**src/rtl/trig_dreq_pkg.sv**
```systemverilog
package trig_dreq_pkg;

    // Edge mode codes, values fixed by the configuration interface
    typedef enum logic [1:0] {
        EDGE_NONE = 2'd0,
        EDGE_RISE = 2'd1,
        EDGE_FALL = 2'd2,
        EDGE_BOTH = 2'd3
    } edge_mode_e;

    // Burst sequencer states
    typedef enum logic [1:0] {
        ST_IDLE  = 2'd0,
        ST_BURST = 2'd1,
        ST_FINAL = 2'd2
    } gen_state_e;

    function automatic logic edge_match(edge_mode_e mode, logic cur, logic prev);
        logic hit;
        unique case (mode)
            EDGE_NONE: hit = 1'b0;
            EDGE_RISE: hit = cur & ~prev;
            EDGE_FALL: hit = ~cur & prev;
            EDGE_BOTH: hit = cur ^ prev;
            default:   hit = 1'b0;
        endcase
        return hit;
    endfunction

endpackage

```
**src/rtl/trig_cfg_regs.sv**
```systemverilog
module trig_cfg_regs
    import trig_dreq_pkg::*;
#(
    parameter int SEL_W = 5,
    parameter int CNT_W = 5
) (
    input  logic             clk,
    input  logic             rst_n,
    input  logic             wr_stb,
    input  logic [SEL_W-1:0] wr_sel,
    input  logic             wr_en,
    input  logic [1:0]       wr_mode,
    input  logic [CNT_W-1:0] wr_cnt,
    input  logic             wr_ie,
    output logic [SEL_W-1:0] sel_q,
    output logic             en_q,
    output edge_mode_e       mode_q,
    output logic [CNT_W-1:0] cnt_q,
    output logic             ie_q
);

    always_ff @(posedge clk or negedge rst_n) begin
        if (!rst_n) begin
            sel_q  <= '0;
            en_q   <= 1'b0;
            mode_q <= EDGE_NONE;
            cnt_q  <= '0;
            ie_q   <= 1'b0;
        end else if (wr_stb) begin
            sel_q  <= wr_sel;
            en_q   <= wr_en;
            mode_q <= edge_mode_e'(wr_mode);
            ie_q   <= wr_ie;
            // burst length is locked while the generator runs
            if (!en_q) begin
                cnt_q <= wr_cnt;
            end
        end
    end

endmodule

```
**src/rtl/trig_edge_det.sv**
```systemverilog
module trig_edge_det
    import trig_dreq_pkg::*;
#(
    parameter int NUM_TRIG = 32,
    parameter int SEL_W    = 5
) (
    input  logic                clk,
    input  logic                rst_n,
    input  logic [NUM_TRIG-1:0] lines,
    input  logic [SEL_W-1:0]    sel,
    input  edge_mode_e          mode,
    input  logic                arm,
    output logic                hit
);

    // Whole vector is delayed, so switching the select never fakes an edge
    logic [NUM_TRIG-1:0] lines_q;

    always_ff @(posedge clk or negedge rst_n) begin
        if (!rst_n) begin
            lines_q <= '0;
        end else begin
            lines_q <= lines;
        end
    end

    always_comb begin
        hit = arm & edge_match(mode, lines[sel], lines_q[sel]);
    end

endmodule

```
**src/rtl/trig_burst_fsm.sv**
```systemverilog
module trig_burst_fsm
    import trig_dreq_pkg::*;
#(
    parameter int CNT_W = 5
) (
    input  logic             clk,
    input  logic             rst_n,
    input  logic             en,
    input  logic             hit,
    input  logic             ack,
    input  logic [CNT_W-1:0] last_idx,
    output logic             req,
    output logic             ovr_evt,
    output logic             busy,
    output logic [CNT_W-1:0] done_cnt
);

    gen_state_e       st_q, st_d;
    logic [CNT_W-1:0] cnt_q, cnt_d;
    logic [CNT_W-1:0] cnt_inc;

    always_comb begin
        cnt_inc = CNT_W'(cnt_q + 1'b1);
    end

    // state register
    always_ff @(posedge clk or negedge rst_n) begin
        if (!rst_n) begin
            st_q  <= ST_IDLE;
            cnt_q <= '0;
        end else begin
            st_q  <= st_d;
            cnt_q <= cnt_d;
        end
    end

    // transitions
    always_comb begin
        st_d  = st_q;
        cnt_d = cnt_q;
        if (!en) begin
            st_d  = ST_IDLE;
            cnt_d = '0;
        end else begin
            unique case (st_q)
                ST_IDLE: begin
                    if (hit) begin
                        cnt_d = '0;
                        st_d  = (last_idx == '0) ? ST_FINAL : ST_BURST;
                    end
                end
                ST_BURST: begin
                    if (ack) begin
                        cnt_d = cnt_inc;
                        if (cnt_inc == last_idx) begin
                            st_d = ST_FINAL;
                        end
                    end
                end
                ST_FINAL: begin
                    if (ack) begin
                        cnt_d = '0;
                        st_d  = ST_IDLE;
                    end
                end
                default: begin
                    st_d  = ST_IDLE;
                    cnt_d = '0;
                end
            endcase
        end
    end

    // outputs
    always_comb begin
        busy     = (st_q != ST_IDLE);
        req      = en & busy;
        ovr_evt  = en & hit & (st_q == ST_BURST);
        done_cnt = cnt_q;
    end

endmodule

```
**src/rtl/trig_ovr_flag.sv**
```systemverilog
module trig_ovr_flag (
    input  logic clk,
    input  logic rst_n,
    input  logic set,
    input  logic clr,
    input  logic ie,
    output logic flag,
    output logic irq
);

    always_ff @(posedge clk or negedge rst_n) begin
        if (!rst_n) begin
            flag <= 1'b0;
        end else if (set) begin
            flag <= 1'b1;
        end else if (clr) begin
            flag <= 1'b0;
        end
    end

    always_comb begin
        irq = flag & ie;
    end

endmodule

```
**src/rtl/trig_dreq_gen.sv**
```systemverilog
module trig_dreq_gen
    import trig_dreq_pkg::*;
#(
    parameter int   NUM_TRIG = 32,
    parameter int   CNT_W    = 5,
    localparam int  SEL_W    = (NUM_TRIG > 1) ? $clog2(NUM_TRIG) : 1
) (
    input  logic                clk,
    input  logic                rst_n,
    input  logic [NUM_TRIG-1:0] trig_in,
    input  logic                cfg_we,
    input  logic [SEL_W-1:0]    cfg_sel,
    input  logic                cfg_en,
    input  logic [1:0]          cfg_mode,
    input  logic [CNT_W-1:0]    cfg_cnt,
    input  logic                cfg_ie,
    input  logic                ovr_clr_i,
    output logic                dreq_o,
    input  logic                dack_i,
    output logic                ovr_flag_o,
    output logic                irq_o
);

    logic [SEL_W-1:0] sel_q;
    logic             en_q;
    edge_mode_e       mode_q;
    logic [CNT_W-1:0] gen_cnt;
    logic             ie_q;
    logic             trig_hit;
    logic             ovr_evt;
    logic             busy;
    logic [CNT_W-1:0] burst_cnt;

    trig_cfg_regs #(.SEL_W(SEL_W), .CNT_W(CNT_W)) cfg_u (
        .clk     (clk),
        .rst_n   (rst_n),
        .wr_stb  (cfg_we),
        .wr_sel  (cfg_sel),
        .wr_en   (cfg_en),
        .wr_mode (cfg_mode),
        .wr_cnt  (cfg_cnt),
        .wr_ie   (cfg_ie),
        .sel_q   (sel_q),
        .en_q    (en_q),
        .mode_q  (mode_q),
        .cnt_q   (gen_cnt),
        .ie_q    (ie_q)
    );

    trig_edge_det #(.NUM_TRIG(NUM_TRIG), .SEL_W(SEL_W)) edge_u (
        .clk   (clk),
        .rst_n (rst_n),
        .lines (trig_in),
        .sel   (sel_q),
        .mode  (mode_q),
        .arm   (en_q),
        .hit   (trig_hit)
    );

    trig_burst_fsm #(.CNT_W(CNT_W)) fsm_u (
        .clk      (clk),
        .rst_n    (rst_n),
        .en       (en_q),
        .hit      (trig_hit),
        .ack      (dack_i),
        .last_idx (gen_cnt),
        .req      (dreq_o),
        .ovr_evt  (ovr_evt),
        .busy     (busy),
        .done_cnt (burst_cnt)
    );

    trig_ovr_flag flag_u (
        .clk   (clk),
        .rst_n (rst_n),
        .set   (ovr_evt),
        .clr   (ovr_clr_i),
        .ie    (ie_q),
        .flag  (ovr_flag_o),
        .irq   (irq_o)
    );

endmodule

```
**config.mk**
```make
export PLATFORM = sky130hd
export DESIGN_NAME = trig_dreq_gen
export DESIGN_NICKNAME = d
export VERILOG_FILES = /design/src/rtl/trig_dreq_pkg.sv /design/src/rtl/trig_cfg_regs.sv /design/src/rtl/trig_edge_det.sv /design/src/rtl/trig_burst_fsm.sv /design/src/rtl/trig_ovr_flag.sv /design/src/rtl/trig_dreq_gen.sv
export SDC_FILE = /design/constraint.sdc
export NUM_CORES = 1
export LEC_CHECK = 0
export CORE_MARGIN = 5
export CORE_UTILIZATION = 28
export DETAILED_ROUTE_END_ITERATION = 8
export SLEW_MARGIN = 0
export SYNTH_ARGS = -nofsm -noshare
export SYNTH_HDL_FRONTEND = slang
export SYNTH_SLANG_ARGS = --single-unit
```
**constraint.sdc**
```tcl
create_clock -name clk -period 5.5 [get_ports clk]
set_input_delay 1.1 -clock clk [delete_from_list [all_inputs] [get_ports clk]]
set_output_delay 1.1 -clock clk [all_outputs]
set_load 0.01 [all_outputs]
```
Word level (Yosys, flattened, before mapping)
Cells that the tools add are included.
{ "op_classes": {"addsub": 1, "magnitude_cmp": 1, "eq_ne": 10, "n_mux": 19, "bitwise": 11, "reduce_logical": 8} }
{ "ops": {"columns": ["operator", "count"], "rows": [
  ["$mux 5", 4],
  ["$pmux 5 s3", 1],
  ["$mux 2", 6],
  ["$bmux 1 s5", 2],
  ["$and 1x1->1", 7],
  ["$eq 2x2->1 const B", 3],
  ["$lt 5x6->1 const B", 1],
  ["$ne 3x2->1 const B", 2],
  ["$ne 3x3->1 const B", 2],
  ["$pmux 2 s3", 1],
  ["$add 5x1->5 const B", 1],
  ["$eq 5x5->1", 1],
  ["$logic_not 5->1", 1],
  ["$eq 2x1->1 const B", 2],
  ["$logic_not 2->1", 2],
  ["$mux 1", 4],
  ["$pmux 1 s4", 1],
  ["$reduce_and 4->1", 1],
  ["$reduce_bool 2->1", 2],
  ["$not 1->1", 3],
  ["$reduce_and 3->1", 1],
  ["$reduce_and 2->1", 1],
  ["$xor 1x1->1", 1]
]} }
{ "totals": {"regBits": 54, "inputBits": 51, "out_inout_bits": 3, "word_cells": 59} }

Longest topological paths before layout
Gate-level depths: netlist of the first run.
{ "logic_depth": {"depth_word": 9, "ltp_mapped": 11, "mapped_depth_nobuf": 9} }

Cells and area by module
Synthesis of the first run repeated with hierarchy kept, for this count alone.
{ "hier_totals": {"hier_cells": 204, "area_unflattened_um2": 2570.0} }
{ "by_module_without_submodules": {"columns": ["mod", "instances", "cells_per_inst", "area_each_um2", "seq_area_each_um2"], "rows": [
  ["trig_edge_det", 1, 116, 1496.4, 800.8],
  ["trig_cfg_regs", 1, 30, 533.0, 350.3],
  ["trig_burst_fsm", 1, 54, 498.0, 175.2],
  ["trig_ovr_flag", 1, 4, 42.5, 25.0]
]} }

Least setup slack after synthesis of the first run
Ideal clock, no wire load.
{ "synth_timing": {"path_kind": "input-to-reg", "from": "in trig_in[11]", "to": "reg fsm_u.cnt_q[1] (netlist: fsm_u.done_cnt[1])", "setup_time_ns": 0.137, "t_arrival_ns": 2.986, "required_ns": 5.363, "path_slack_ns": 2.377, "stages": 8, "n_path_buf": 0, "cell_sequence": "mux4_2 > a22oi_1 > and4_1 > ha_1 > nand2b_1 > a31o_2 > a211oi_1 > o21ai_0"} }
{ "synth_via": {"elab_chain_len": 8, "word_cells_on_any_way": 10, "classes_between": "1 x eq/ne; 3 x mux; 5 x bitwise; 1 x reduce/logical"} }
{ "synth_lines": {"columns": ["element", "line_no", "source"], "rows": [
  ["from (decl)", "trig_dreq_gen.sv:10", "input logic [NUM_TRIG-1:0] trig_in,"],
  ["$bmux 1 s5 (*)", "trig_edge_det.sv:28", "hit = arm & edge_match(mode, lines[sel], lines_q[sel]);"],
  ["$mux 1 (not written as such) (*)", "trig_edge_det.sv:28", null],
  ["$not 1->1", "trig_dreq_pkg.sv:23", "EDGE_FALL: hit = ~cur & prev;"],
  ["$and 1x1->1", "trig_dreq_pkg.sv:23", null],
  ["$pmux 1 s4 (*)", "trig_dreq_pkg.sv:20", "unique case (mode)"],
  ["$and 1x1->1 (*)", "trig_edge_det.sv:28", null],
  ["$ne 3x2->1 (no line) (*)", null, null],
  ["$reduce_and 3->1 (no line) (*)", null, null],
  ["to (signal assigned)", "trig_burst_fsm.sv:33", "cnt_q <= cnt_d;"],
  ["to (decl)", "trig_burst_fsm.sv:19", "logic [CNT_W-1:0] cnt_q, cnt_d;"]
]} }
Mark *: on every way between the ends. The rest lies on a longest branch, timed or not. The select of a mux whose other input is x is not followed.
A chain may end at the register's enable or synchronous reset.

Final worst setup path of the first run
{ "layout_timing": {"from": "in trig_in[24]", "to": "reg fsm_u.cnt_q[1] (netlist: fsm_u.done_cnt[1])"} }
Same word-level chain as after synthesis.

==> results of run 1 <==
==> final cells by class <==
cell class | count | area (um^2)
Sequential cell | 54 | 1350
Timing Repair Buffer | 55 | 541
Tap cell | 108 | 135
Clock inverter | 2 | 16.3
Clock buffer | 6 | 82.6
Fill cell | 868 | 5500
Inverter | 4 | 15.0
Multi-Input combinational cell | 134 | 1120
==> worst paths after layout <==
path                                 endpoint  depth (start not counted)
max                         fsm_u.done_cnt[1]                          9
min                                cfg_u.ie_q                          1
max reg2reg                 fsm_u.done_cnt[1]                          9
min reg2reg                        cfg_u.ie_q                          1
max in group asynchronous         flag_u.flag                          2
min in group asynchronous  edge_u.lines_q[19]                          2
==> worst max-delay path: stages <==
cell	delay, ns
sky130_fd_sc_hd__clkdlybuf4s50_1	0.42
sky130_fd_sc_hd__mux4_2	0.47
sky130_fd_sc_hd__a22oi_1	0.24
sky130_fd_sc_hd__and4_1	0.23
sky130_fd_sc_hd__ha_1	0.22
sky130_fd_sc_hd__nand2b_1	0.18
sky130_fd_sc_hd__a31o_2	0.26
sky130_fd_sc_hd__a211oi_1	0.36
sky130_fd_sc_hd__o21ai_0	0.15
==> power by group through the flow <==
stage	logic, mW	registers, mW	clock network (mW)
after floorplan	0.141	0.462	0
after global placement	0.221	0.473	0
after detailed placement	0.222	0.474	0
after CTS	0.222	0.466	0.247
after global routing	0.244	0.473	0.261
final	0.219	0.465	0.236
==> sequential cells by signal, indices dropped and copies added, names as in the netlist <==
| register | count |
|---|---|
| cfg_u.sel_q | 5 |
| edge_u.lines_q | 32 |
| cfg_u.mode_q | 2 |
| fsm_u.st_q | 2 |
| cfg_u.cnt_q | 5 |
| flag_u.flag | 1 |
| fsm_u.done_cnt | 5 |
| cfg_u.en_q | 1 |
| cfg_u.ie_q | 1 |
==> cells by family (layout without fill, tap and decap cells) <==
family,after synthesis,after routing
and+or+nand+nor,45,45
buffers and inverters,12,67
xor gates and xnor gates,7,7
adders and majority gates,3,3
AOI/OAI and AO/OA,38,38
DFF,54,54
muxes,41,41
==> routing by layer <==
layer / vias up / routed length, um
met2: 45 / 2560
met4: 0 / 65
li1: 866 / -
met3: 4 / 283
met5: - / 0
met1: 857 / 2530
==> stage by stage <==
step	cells	hold WS, ns
after global placement	355	0.482
final	363	0.506
after floorplan	200	0.472
after detailed placement	355	0.493
after CTS	363	0.515
after global routing	363	0.556
==> cell usage in the layout, fill, tap and decap left out, drive strengths merged, types with 5 or more instances in the layout <==
master,instances
nand4,5
a22oi,14
o21ai,5
dfrtp,54
mux2,13
clkbuf,6
nor2,6
clkdlybuf4s50,52
nand3,10
a31oi,5
inv,5
mux2i,24
==> tab_implementation.tex, run 1 <==
\begin{tabular}{lr}
\hline
Metric & Value \\
\hline
\multicolumn{2}{l}{\textbf{Detailed routing}} \\
Detailed Route WL & 5440 um \\
Average wire length per cell after detail routing & 15.0 um \\
Initial detailed-routing violation count & 75 \\
Count of nets left with antenna violations after detail routing & 0 \\
Count of unresolved DRC violations after routing & 0 \\
Vias/cell & 4.88 \\
Overall via count from detail\_route & around 1,800 \\
First-pass DRT Iterations & 4 \\
\multicolumn{2}{l}{\textbf{Timing}} \\
Fin. Hold Viols & 0 \\
Least-Margin Pin Slew & roughly 0.67 ns \\
Aggregate negative setup slack & 0 ns \\
Final worst setup slack & around 2 ns \\
Fmax & about 290 MHz \\
Clock period minus final worst setup slack & between 3 and 4 ns \\
Final max-slew violation count & 0 \\
Setup repair after global routing missed its margin & false \\
Finish-stage setup viols & 0 \\
Ratio of final minimum period to clock period & between 60\% and 70\% \\
Setup clock skew after layout & about 0.0089 ns \\
Worst relative slew slack & 55.1\% \\
\multicolumn{2}{l}{\textbf{Synth}} \\
Sequential cell area fraction in the yosys report & a little over half \\
Library cell with the largest summed area after synthesis & sky130\_fd\_sc\_hd\_\_dfrtp\_1 \\
Yosys warnings & 0 \\
Leading post-synthesis cells by instance count & 54 x sky130\_fd\_sc\_hd\_\_dfrtp\_1, 24 x sky130\_fd\_sc\_hd\_\_mux2i\_1, 14 x sky130\_fd\_sc\_hd\_\_a22oi\_1 \\
Post-synthesis share of cell area spent on xor and xnor gates & roughly 2.4\% \\
Syn Area/Cell & approximately 13 um\^{}2 \\
Synthesized net count & $\sim$250 \\
Largest family of logic cells by synthesized area & multiplexers \\
Area of the mapped netlist & 0.00253 mm\^{}2 \\
Proportion of synthesized area in mux cells & 18.8\% \\
Leading post-synthesis cells by cell area & sky130\_fd\_sc\_hd\_\_dfrtp\_1 53\%, sky130\_fd\_sc\_hd\_\_mux2i\_1 9.5\%, sky130\_fd\_sc\_hd\_\_mux2\_2 5.8\% \\
Most numerous cell in the Yosys netlist & sky130\_fd\_sc\_hd\_\_dfrtp\_1 \\
Post-synth top flop & sky130\_fd\_sc\_hd\_\_dfrtp\_1 \\
Post-Synth Adder-Cell Area & under 10\% \\
Area fraction in compound gates after synthesis & 10.7\% \\
Area share of the leading cell type in the synthesized netlist & between 50 and 60\% \\
Number of enable-type register cells in the synthesized netlist & 0 \\
Simple-gate share of the synthesized area & between 10\% and 20\% \\
Number of different library cells in the post-synthesis netlist & 42 \\
Synthesized netlist cell count & 200 \\
Flop and latch count out of synthesis & 54 \\
Ys async rst share & 100\% \\
\multicolumn{2}{l}{\textbf{Cells and area}} \\
Total inserted antenna cells & 0 \\
Final design instance area without fill & about 0.0033 mm\^{}2 \\
Layout cell share with drive strength beyond 1 & between 10\% and 20\% \\
Utilization after layout & a little under two fifths \\
NumNets Final & approximately 310 \\
Area Overhead vs Synth & 28.9\% \\
\multicolumn{2}{l}{\textbf{Min path}} \\
Min-Delay Path Class & register to register \\
Hold Crit Start & cfg\_u.ie\_q \\
\multicolumn{2}{l}{\textbf{Power and ir drop}} \\
Power density normalized to cell area & 282 mW/mm\^{}2 \\
Cell-internal power & between 0.6 and 0.7 mW \\
Leak pwr & 1.34 nW \\
Total Power & around 0.9 mW \\
Relative contribution of sequential cells to total power & 50.6\% \\
Switching part of the total power & between 20\% and 30\% \\
Combinational fraction of design power & between 20\% and 30\% \\
Peak supply drop & slightly above 0.0001 V \\
Psw & approximately 0.26 mW \\
Clock network fraction of total power & between 20 and 30\% \\
\multicolumn{2}{l}{\textbf{Die}} \\
Effective utilization at floorplan & approximately 29\% \\
Floorplan core area & around 0.009 mm\^{}2 \\
Area of the die & about 0.011 mm\^{}2 \\
Die span in y & about 110 um \\
Number of core rows & 34 \\
Ports placed on the boundary & 54 \\
Width of the chip & 105 um \\
\multicolumn{2}{l}{\textbf{Global routing}} \\
Global-route wire length before repair & 9090 um \\
Met3 Use GR & about 2.3\% \\
Total congestion overflow & 0 \\
Largest net degree at the start of global routing & 55 \\
Global-route usage over all layers & a little over 10\% \\
Via count of the first global-routing pass & about 1,800 \\
Met1 Use GR & 14.2\% \\
Number of antenna violations at the first check in global routing & 0 \\
Most heavily used metal layer in global routing & met2 \\
GR Util met2 & 15.4\% \\
\multicolumn{2}{l}{\textbf{Worst setup path}} \\
Startpoint of the worst setup timing path & trig\_in[24] \\
Reg-to-reg startpoint & cfg\_u.sel\_q[0] \\
Path type of the worst setup path & primary input to register \\
Worst-path maximum fanout & 3 \\
CP endpoint kind & register \\
Arrival time at the worst endpoint & 3.63 ns \\
Minimum setup slack among reg-to-reg paths & 2.56 ns \\
Setup crit start kind & primary input \\
WP data required & 5.67 ns \\
\multicolumn{2}{l}{\textbf{Clock tree}} \\
Clock-pin slew on the worst setup and hold paths & $\sim$0.09 ns \\
Number of H-tree levels & 2 \\
Number of clock buffers inserted by TritonCTS & 5 \\
Largest buffer count on any clock path & 2 \\
Num Clock Sinks & between 50 and 60 \\
Clock tree from TritonCTS & yes \\
Clock Root Buffer & sky130\_fd\_sc\_hd\_\_clkbuf\_8 \\
Worst-Skew Late Latency & around 0.31 ns \\
Count of hold-fix buffers inserted at cts & 0 \\
Resized Gates After CTS & 0 \\
Post CTS Setup Buffer Count & 0 \\
\multicolumn{2}{l}{\textbf{Placement}} \\
GP Congestion & approximately 0.81 \\
Worst slack at placement & roughly 1.7 ns \\
I/O Buffers & between 50 and 60 \\
Post-DP HPWL & just over 4000 um \\
Total placed instance area & $\sim$0.0032 mm\^{}2 \\
\multicolumn{2}{l}{\textbf{Status}} \\
Outcome & finished, final reports clean \\
\multicolumn{2}{l}{\textbf{Flow run}} \\
Max-capacitance violation count & 0 \\
\hline
\end{tabular}
No activity file was read; power rests on OpenSTA's default activity.
==> inputs of run 2 (changes only) <==
Clock period 5.5 ns to 3.3 ns, I/O delays scaled along.
==> tab_implementation.tex, run 2 (synthesized netlist as in run 1, its figures left out) <==
\begin{tabular}{lr}
\hline
Metric & Value \\
\hline
\multicolumn{2}{l}{\textbf{Status}} \\
Outcome & finished, final reports clean \\
\multicolumn{2}{l}{\textbf{Worst setup path}} \\
Minimum setup slack among reg-to-reg paths & 0.45 ns (-2.11 ns) \\
Reg-to-reg startpoint & cfg\_u.sel\_q[0] \\
Setup crit start kind & primary input \\
CP endpoint kind & register \\
Capture instance of the worst register-to-register path & fsm\_u.done\_cnt[4] \\
FF-to-FF path depth & 9 (unchanged) \\
Worst-path maximum fanout & 3 (unchanged) \\
Path type of the worst setup path & primary input to register \\
WP data required & 3.49 ns (-2.18 ns) \\
Arrival time at the worst endpoint & 3.13 ns (-0.50 ns) \\
\multicolumn{2}{l}{\textbf{Detailed routing}} \\
First-pass DRT Iterations & 4 (unchanged) \\
Overall via count from detail\_route & 1,777 (+0.28\%) \\
Count of nets left with antenna violations after detail routing & 0 (unchanged) \\
Vias/cell & 4.87 (-0.27\%) \\
Initial detailed-routing violation count & 64 (-15\%) \\
Average wire length per cell after detail routing & 15.0 um (-0.15\%) \\
Count of unresolved DRC violations after routing & 0 (unchanged) \\
Detailed Route WL & 5460 um (+0.40\%) \\
\multicolumn{2}{l}{\textbf{Clock tree}} \\
Clock-pin slew on the worst setup and hold paths & 0.10 ns (about the same) \\
Worst-Skew Late Latency & 0.31 ns (about the same) \\
Post CTS Setup Buffer Count & 0 (unchanged) \\
Count of hold-fix buffers inserted at cts & 0 (unchanged) \\
Clock Root Buffer & sky130\_fd\_sc\_hd\_\_clkbuf\_8 \\
Number of H-tree levels & 2 (unchanged) \\
Clock tree from TritonCTS & yes \\
Resized Gates After CTS & 0 (unchanged) \\
Number of clock buffers inserted by TritonCTS & 5 (unchanged) \\
Num Clock Sinks & 54 (unchanged) \\
Largest buffer count on any clock path & 2 (unchanged) \\
\multicolumn{2}{l}{\textbf{Global routing}} \\
Number of antenna violations at the first check in global routing & 0 (unchanged) \\
Largest net degree at the start of global routing & 30 (-45\%) \\
Global-route wire length before repair & 9200 um (+1.1\%) \\
Global-route usage over all layers & 10.2\% (about the same) \\
Total congestion overflow & 0 (unchanged) \\
Via count of the first global-routing pass & 1,852 (+0.27\%) \\
\multicolumn{2}{l}{\textbf{Timing}} \\
Fin. Hold Viols & 0 (unchanged) \\
Setup clock skew after layout & 0.00877 ns (-0.000176 ns) \\
Fmax & about 340 MHz \\
Least-Margin Pin Slew & 0.585 ns (-0.0887 ns) \\
Clock period minus final worst setup slack & 2.94 ns \\
Worst relative slew slack & 61.0\% (+5.9 points) \\
Finish-stage setup viols & 0 (unchanged) \\
Ratio of final minimum period to clock period & around nine tenths \\
Final max-slew violation count & 0 (unchanged) \\
Setup repair after global routing missed its margin & false \\
\multicolumn{2}{l}{\textbf{Die}} \\
Floorplan core area & 0.00876 mm\^{}2 (unchanged) \\
Number of core rows & 34 (unchanged) \\
Ports placed on the boundary & 54 (unchanged) \\
Width of the chip & 105 um (unchanged) \\
Effective utilization at floorplan & 28.9\% (unchanged) \\
Area of the die & 0.0110 mm\^{}2 (unchanged) \\
Die span in y & 105 um (unchanged) \\
\multicolumn{2}{l}{\textbf{Cells and area}} \\
Largest reg by FF count & edge\_u.lines\_q \\
Most frequent cells in the layout & 54 x sky130\_fd\_sc\_hd\_\_dfrtp\_1, 52 x sky130\_fd\_sc\_hd\_\_clkdlybuf4s50\_1, 24 x sky130\_fd\_sc\_hd\_\_mux2i\_1 \\
Final cell count without fillers & 365 (+0.55\%) \\
Layout cell share with drive strength beyond 1 & 13.2\% (+0.68 points) \\
Area Overhead vs Synth & 30.0\% \\
NumNets Final & 310 (+0.65\%) \\
Total of fill cells in the finished design & 859 (-1.0\%) \\
Leading cell type in the layout, fill and taps excluded & sky130\_fd\_sc\_hd\_\_dfrtp\_1 \\
Number of flip-flops in the largest register & 32 (unchanged) \\
Total inserted antenna cells & 0 (unchanged) \\
\multicolumn{2}{l}{\textbf{Power and ir drop}} \\
Total Power & 1.55 mW (+68\%) \\
Power density normalized to cell area & 470 mW/mm\^{}2 (+67\%) \\
Leak pwr & 1.36 nW (+1.0\%) \\
Peak supply drop & 0.000179 V (+74\%) \\
\multicolumn{2}{l}{\textbf{Placement}} \\
I/O Buffers & 53 (unchanged) \\
Post-DP HPWL & 4230 um (+2.4\%) \\
Number of placed instances, taps included & 357 (+0.56\%) \\
GP Congestion & 0.810 (+0.35\%) \\
\multicolumn{2}{l}{\textbf{Flow run}} \\
Max-capacitance violation count & 0 (unchanged) \\
\multicolumn{2}{l}{\textbf{Min path}} \\
Min-Delay Path Class & primary input to async pin \\
\hline
\end{tabular}
==> run 2: cell types whose count changed in the layout (fill, tap and decap cells not counted), sizes merged <==
cell	delta
buf	+2
==> run 2: how the worst max path moves through the flow <==
stage	start	endpoint	slack [ns]	depth (start not counted)
final	trig_in[8]	fsm_u.done_cnt[4]	0.36	9
after global routing	cfg_u.sel_q[0]	fsm_u.done_cnt[4]	0.16	9
after CTS	trig_in[8]	fsm_u.done_cnt[4]	0.35	9
after detailed placement	trig_in[8]	fsm_u.done_cnt[1]	-0.001	9
after global placement	trig_in[11]	fsm_u.done_cnt[1]	0.02	9
after floorplan	trig_in[11]	fsm_u.done_cnt[1]	0.62	8
==> run 2: per-stage QoR <==
step / setup WS [ns] / hold slack (ns) / setup TNS, ns / util, % / instance area [um^2]
finish: 0.355 / 0.337 / 0 / 37.6 / 3290
global route: 0.165 / 0.381 / 0 / 37.6 / 3290
CTS: 0.347 / 0.354 / 0 / 37.6 / 3290
detailed placement: -0.00139 / 0.489 / -0.00139 / 36.4 / 3190
global placement: 0.0191 / 0.481 / 0 / 36.4 / 3190
floorplan: 0.617 / 0.364 / 0 / - / 2530
==> run 2: area by class of cell <==
cell class | instances | area [um^2] | area share [%]
clock buffers | 6 | 82.6 | 2.51
clock inverters | 2 | 16.3 | 0.494
inverters | 4 | 15.0 | 0.456
multi-input cells | 134 | 1120 | 34.1
flip-flops and latches | 54 | 1350 | 41.1
well taps | 108 | 135 | 4.11
repair buffers | 57 | 568 | 17.3
==> run 2: where the power goes <==
group	leakage (nW)	internal, mW	switching (mW)	total [mW]
registers	0.646	0.718	0.0582	0.776
clock network	0.0478	0.173	0.223	0.396
logic	0.661	0.210	0.165	0.375
==> run 2: layer usage <==
| layer | share of wire (%) | up-vias | global-route usage [%] |
|---|---|---|---|
| met5 | 0 | - | 0 |
| met1 | 49 | 859 | 14.6 |
| met3 | 4.5 | 7 | 2.53 |
| met4 | 1.5 | 0 | 3.29 |
| met2 | 45 | 45 | 15.1 |
| li1 | - | 866 | - |
==> run 2: worst max-delay path, cell delays in order <==
cell and delay (ns):
sky130_fd_sc_hd__clkdlybuf4s50_1 0.43, sky130_fd_sc_hd__mux4_2 0.47, sky130_fd_sc_hd__a22oi_1 0.23, sky130_fd_sc_hd__and4_1 0.23, sky130_fd_sc_hd__ha_1 0.22, sky130_fd_sc_hd__nand2b_1 0.15
sky130_fd_sc_hd__a31o_2 0.25, sky130_fd_sc_hd__a211oi_1 0.35, sky130_fd_sc_hd__o22ai_1 0.15
==> inputs of run 3 (changes only) <==
Settings changed: RECOVER_POWER from default to 25.
==> tab_implementation.tex, run 3 (synthesized netlist as in run 1, its figures left out) <==
\begin{tabular}{lr}
\hline
Metric & Value \\
\hline
\multicolumn{2}{l}{\textbf{Placement}} \\
I/O Buffers & 53 (unchanged) \\
Total placed instance area & 0.00319 mm\^{}2 (unchanged) \\
Post-DP HPWL & 4230 um (unchanged) \\
GP Congestion & 0.810 (unchanged) \\
\multicolumn{2}{l}{\textbf{Min path}} \\
Worst hold path depth & 1 \\
Hold Crit Start & cfg\_u.ie\_q \\
Hold path endpoint & cfg\_u.ie\_q \\
Min-Delay Path Class & register to register \\
\multicolumn{2}{l}{\textbf{Worst setup path}} \\
List of cells traversed by the critical path & dlygate4sd3\_1, mux4\_2, a22oi\_1, and4\_1, ha\_1, nand2b\_1, a31o\_2, a211oi\_1, o22ai\_1 \\
FF-to-FF path depth & 9 (unchanged) \\
WP data required & 3.49 ns (about the same) \\
Capture instance of the worst register-to-register path & fsm\_u.done\_cnt[4] \\
Minimum setup slack among reg-to-reg paths & 0.45 ns (about the same) \\
Setup crit start kind & primary input \\
Highest cell delay on the worst timing path & 0.54 ns (+0.07 ns) \\
CP endpoint kind & register \\
CP max stage cell & sky130\_fd\_sc\_hd\_\_dlygate4sd3\_1 \\
Reg-to-reg startpoint & cfg\_u.sel\_q[0] \\
Path type of the worst setup path & primary input to register \\
Arrival time at the worst endpoint & 3.24 ns (+0.11 ns) \\
Worst-path maximum fanout & 3 (unchanged) \\
\multicolumn{2}{l}{\textbf{Timing}} \\
Least-Margin Pin Slew & 1.41 ns (+0.823 ns) \\
Fin. Hold Viols & 0 (unchanged) \\
Clock period minus final worst setup slack & 3.05 ns (+0.109 ns) \\
Worst hold margin & 0.508 ns (+0.172 ns) \\
Final max-slew violation count & 0 (unchanged) \\
Fmax & 327 MHz (-3.6\%) \\
Finish-stage setup viols & 0 (unchanged) \\
Setup repair after global routing missed its margin & false \\
Worst relative slew slack & 6.11\% (-55 points) \\
Ratio of final minimum period to clock period & 92.5\% (+3.3 points) \\
Setup clock skew after layout & 0.00877 ns (+0.0000000600 ns) \\
Aggregate negative setup slack & 0 ns (unchanged) \\
\multicolumn{2}{l}{\textbf{Detailed routing}} \\
Initial detailed-routing violation count & 64 (unchanged) \\
Overall via count from detail\_route & 1,777 (unchanged) \\
Vias/cell & 4.87 (unchanged) \\
First-pass DRT Iterations & 4 (unchanged) \\
Count of nets left with antenna violations after detail routing & 0 (unchanged) \\
Average wire length per cell after detail routing & 15.0 um (about the same) \\
Detailed Route WL & 5460 um (about the same) \\
Count of unresolved DRC violations after routing & 0 (unchanged) \\
\multicolumn{2}{l}{\textbf{Cells and area}} \\
NumNets Final & 310 (unchanged) \\
Total area of multi-input combinational cells & 0.00112 mm\^{}2 (unchanged) \\
Utilization after layout & 37.5\% (about the same) \\
Layout cell share with drive strength beyond 1 & 12.8\% (-0.39 points) \\
Total of fill cells in the finished design & 860 (+0.12\%) \\
Number of flip-flops in the largest register & 32 (unchanged) \\
Total inserted antenna cells & 0 (unchanged) \\
Area Overhead vs Synth & 30.0\% (about the same) \\
Most frequent cells in the layout & 54 x sky130\_fd\_sc\_hd\_\_dfrtp\_1, 50 x sky130\_fd\_sc\_hd\_\_clkdlybuf4s50\_1, 24 x sky130\_fd\_sc\_hd\_\_mux2i\_1 \\
Total area of sequential cells & 0.00135 mm\^{}2 (unchanged) \\
Largest reg by FF count & edge\_u.lines\_q \\
Final design instance area without fill & 0.00329 mm\^{}2 (about the same) \\
Leading cell type in the layout, fill and taps excluded & sky130\_fd\_sc\_hd\_\_dfrtp\_1 \\
\multicolumn{2}{l}{\textbf{Global routing}} \\
Global-route usage over all layers & 10.2\% (unchanged) \\
Global-route wire length before repair & 9200 um (unchanged) \\
Number of antenna violations at the first check in global routing & 0 (unchanged) \\
Via count of the first global-routing pass & 1,852 (unchanged) \\
Largest net degree at the start of global routing & 30 (unchanged) \\
Total congestion overflow & 0 (unchanged) \\
\multicolumn{2}{l}{\textbf{Clock tree}} \\
Worst-Skew Late Latency & 0.31 ns (about the same) \\
Number of clock buffers inserted by TritonCTS & 5 (unchanged) \\
Resized Gates After CTS & 0 (unchanged) \\
Largest buffer count on any clock path & 2 (unchanged) \\
Clock-pin slew on the worst setup and hold paths & 0.10 ns (about the same) \\
Clock Root Buffer & sky130\_fd\_sc\_hd\_\_clkbuf\_8 \\
Clock tree from TritonCTS & yes \\
Count of hold-fix buffers inserted at cts & 0 (unchanged) \\
Post CTS Setup Buffer Count & 0 (unchanged) \\
Num Clock Sinks & 54 (unchanged) \\
Number of H-tree levels & 2 (unchanged) \\
\multicolumn{2}{l}{\textbf{Die}} \\
Floorplan core area & 0.00876 mm\^{}2 (unchanged) \\
Number of core rows & 34 (unchanged) \\
Effective utilization at floorplan & 28.9\% (unchanged) \\
Area of the die & 0.0110 mm\^{}2 (unchanged) \\
Ports placed on the boundary & 54 (unchanged) \\
Width of the chip & 105 um (unchanged) \\
Die span in y & 105 um (unchanged) \\
\multicolumn{2}{l}{\textbf{Status}} \\
Outcome & finished, final reports clean \\
\multicolumn{2}{l}{\textbf{Power and ir drop}} \\
Power density normalized to cell area & 470 mW/mm\^{}2 (about the same) \\
Leak pwr & 1.35 nW (-0.16\%) \\
Peak supply drop & 0.000179 V (about the same) \\
\multicolumn{2}{l}{\textbf{Flow run}} \\
Max-capacitance violation count & 0 (unchanged) \\
\hline
\end{tabular}
run 3: cell count changes in the layout (fill, tap and decap cells not counted), sizes merged:
cell	delta
buf	-1
clkdlybuf4s50	-2
clkbuf	+1
dlygate4sd3	+2
run 3: worst max-delay path by stage:
stage / startpoint / endpoint / slack, ns
after floorplan: trig_in[11] / fsm_u.done_cnt[1] / 0.62
after global routing: trig_in[27] / fsm_u.done_cnt[4] / 0.14
final: trig_in[27] / fsm_u.done_cnt[4] / 0.25
after global placement: trig_in[11] / fsm_u.done_cnt[1] / 0.02
after CTS: trig_in[8] / fsm_u.done_cnt[4] / 0.35
after detailed placement: trig_in[8] / fsm_u.done_cnt[1] / -0.001
run 3: final cells by class:
class	count	area share [%]
sequential	54	41.1
multi-input combinational	134	34.1
timing repair buffer	57	17.2
tap	108	4.11
clock buffer	6	2.51
clock inverter	2	0.494
inverter	4	0.456
run 3: routing by layer:
metal  share of wire (%)  up-vias  track usage, %
li1                    -      866               -
met1                  49      859            14.6
met2                  45       45            15.1
met3                 4.5        7            2.53
met4                 1.5        0            3.29
met5                   0        -               0
run 3: worst max-delay path: cells and delay by family:
family / cells / cell delay, ns
compound gates: 4 / 0.97
fa+ha+maj: 1 / 0.22
buf+inv: 1 / 0.54
mux: 1 / 0.48
simple gates: 2 / 0.38
run 3: stage by stage:
stage,instances,setup WS [ns],power (mW)
after floorplan,200,0.617,1.01
after global placement,357,0.0191,1.17
after detailed placement,357,-0.00139,1.17
after CTS,365,0.347,1.58
after global routing,365,0.139,1.65
final,365,0.246,1.55
run 3: where the power goes:
| part | internal (mW) | total, mW | switching [mW] |
|---|---|---|---|
| registers | 0.718 | 0.776 | 0.0582 |
| logic | 0.209 | 0.374 | 0.165 |
| clock network | 0.173 | 0.396 | 0.223 |
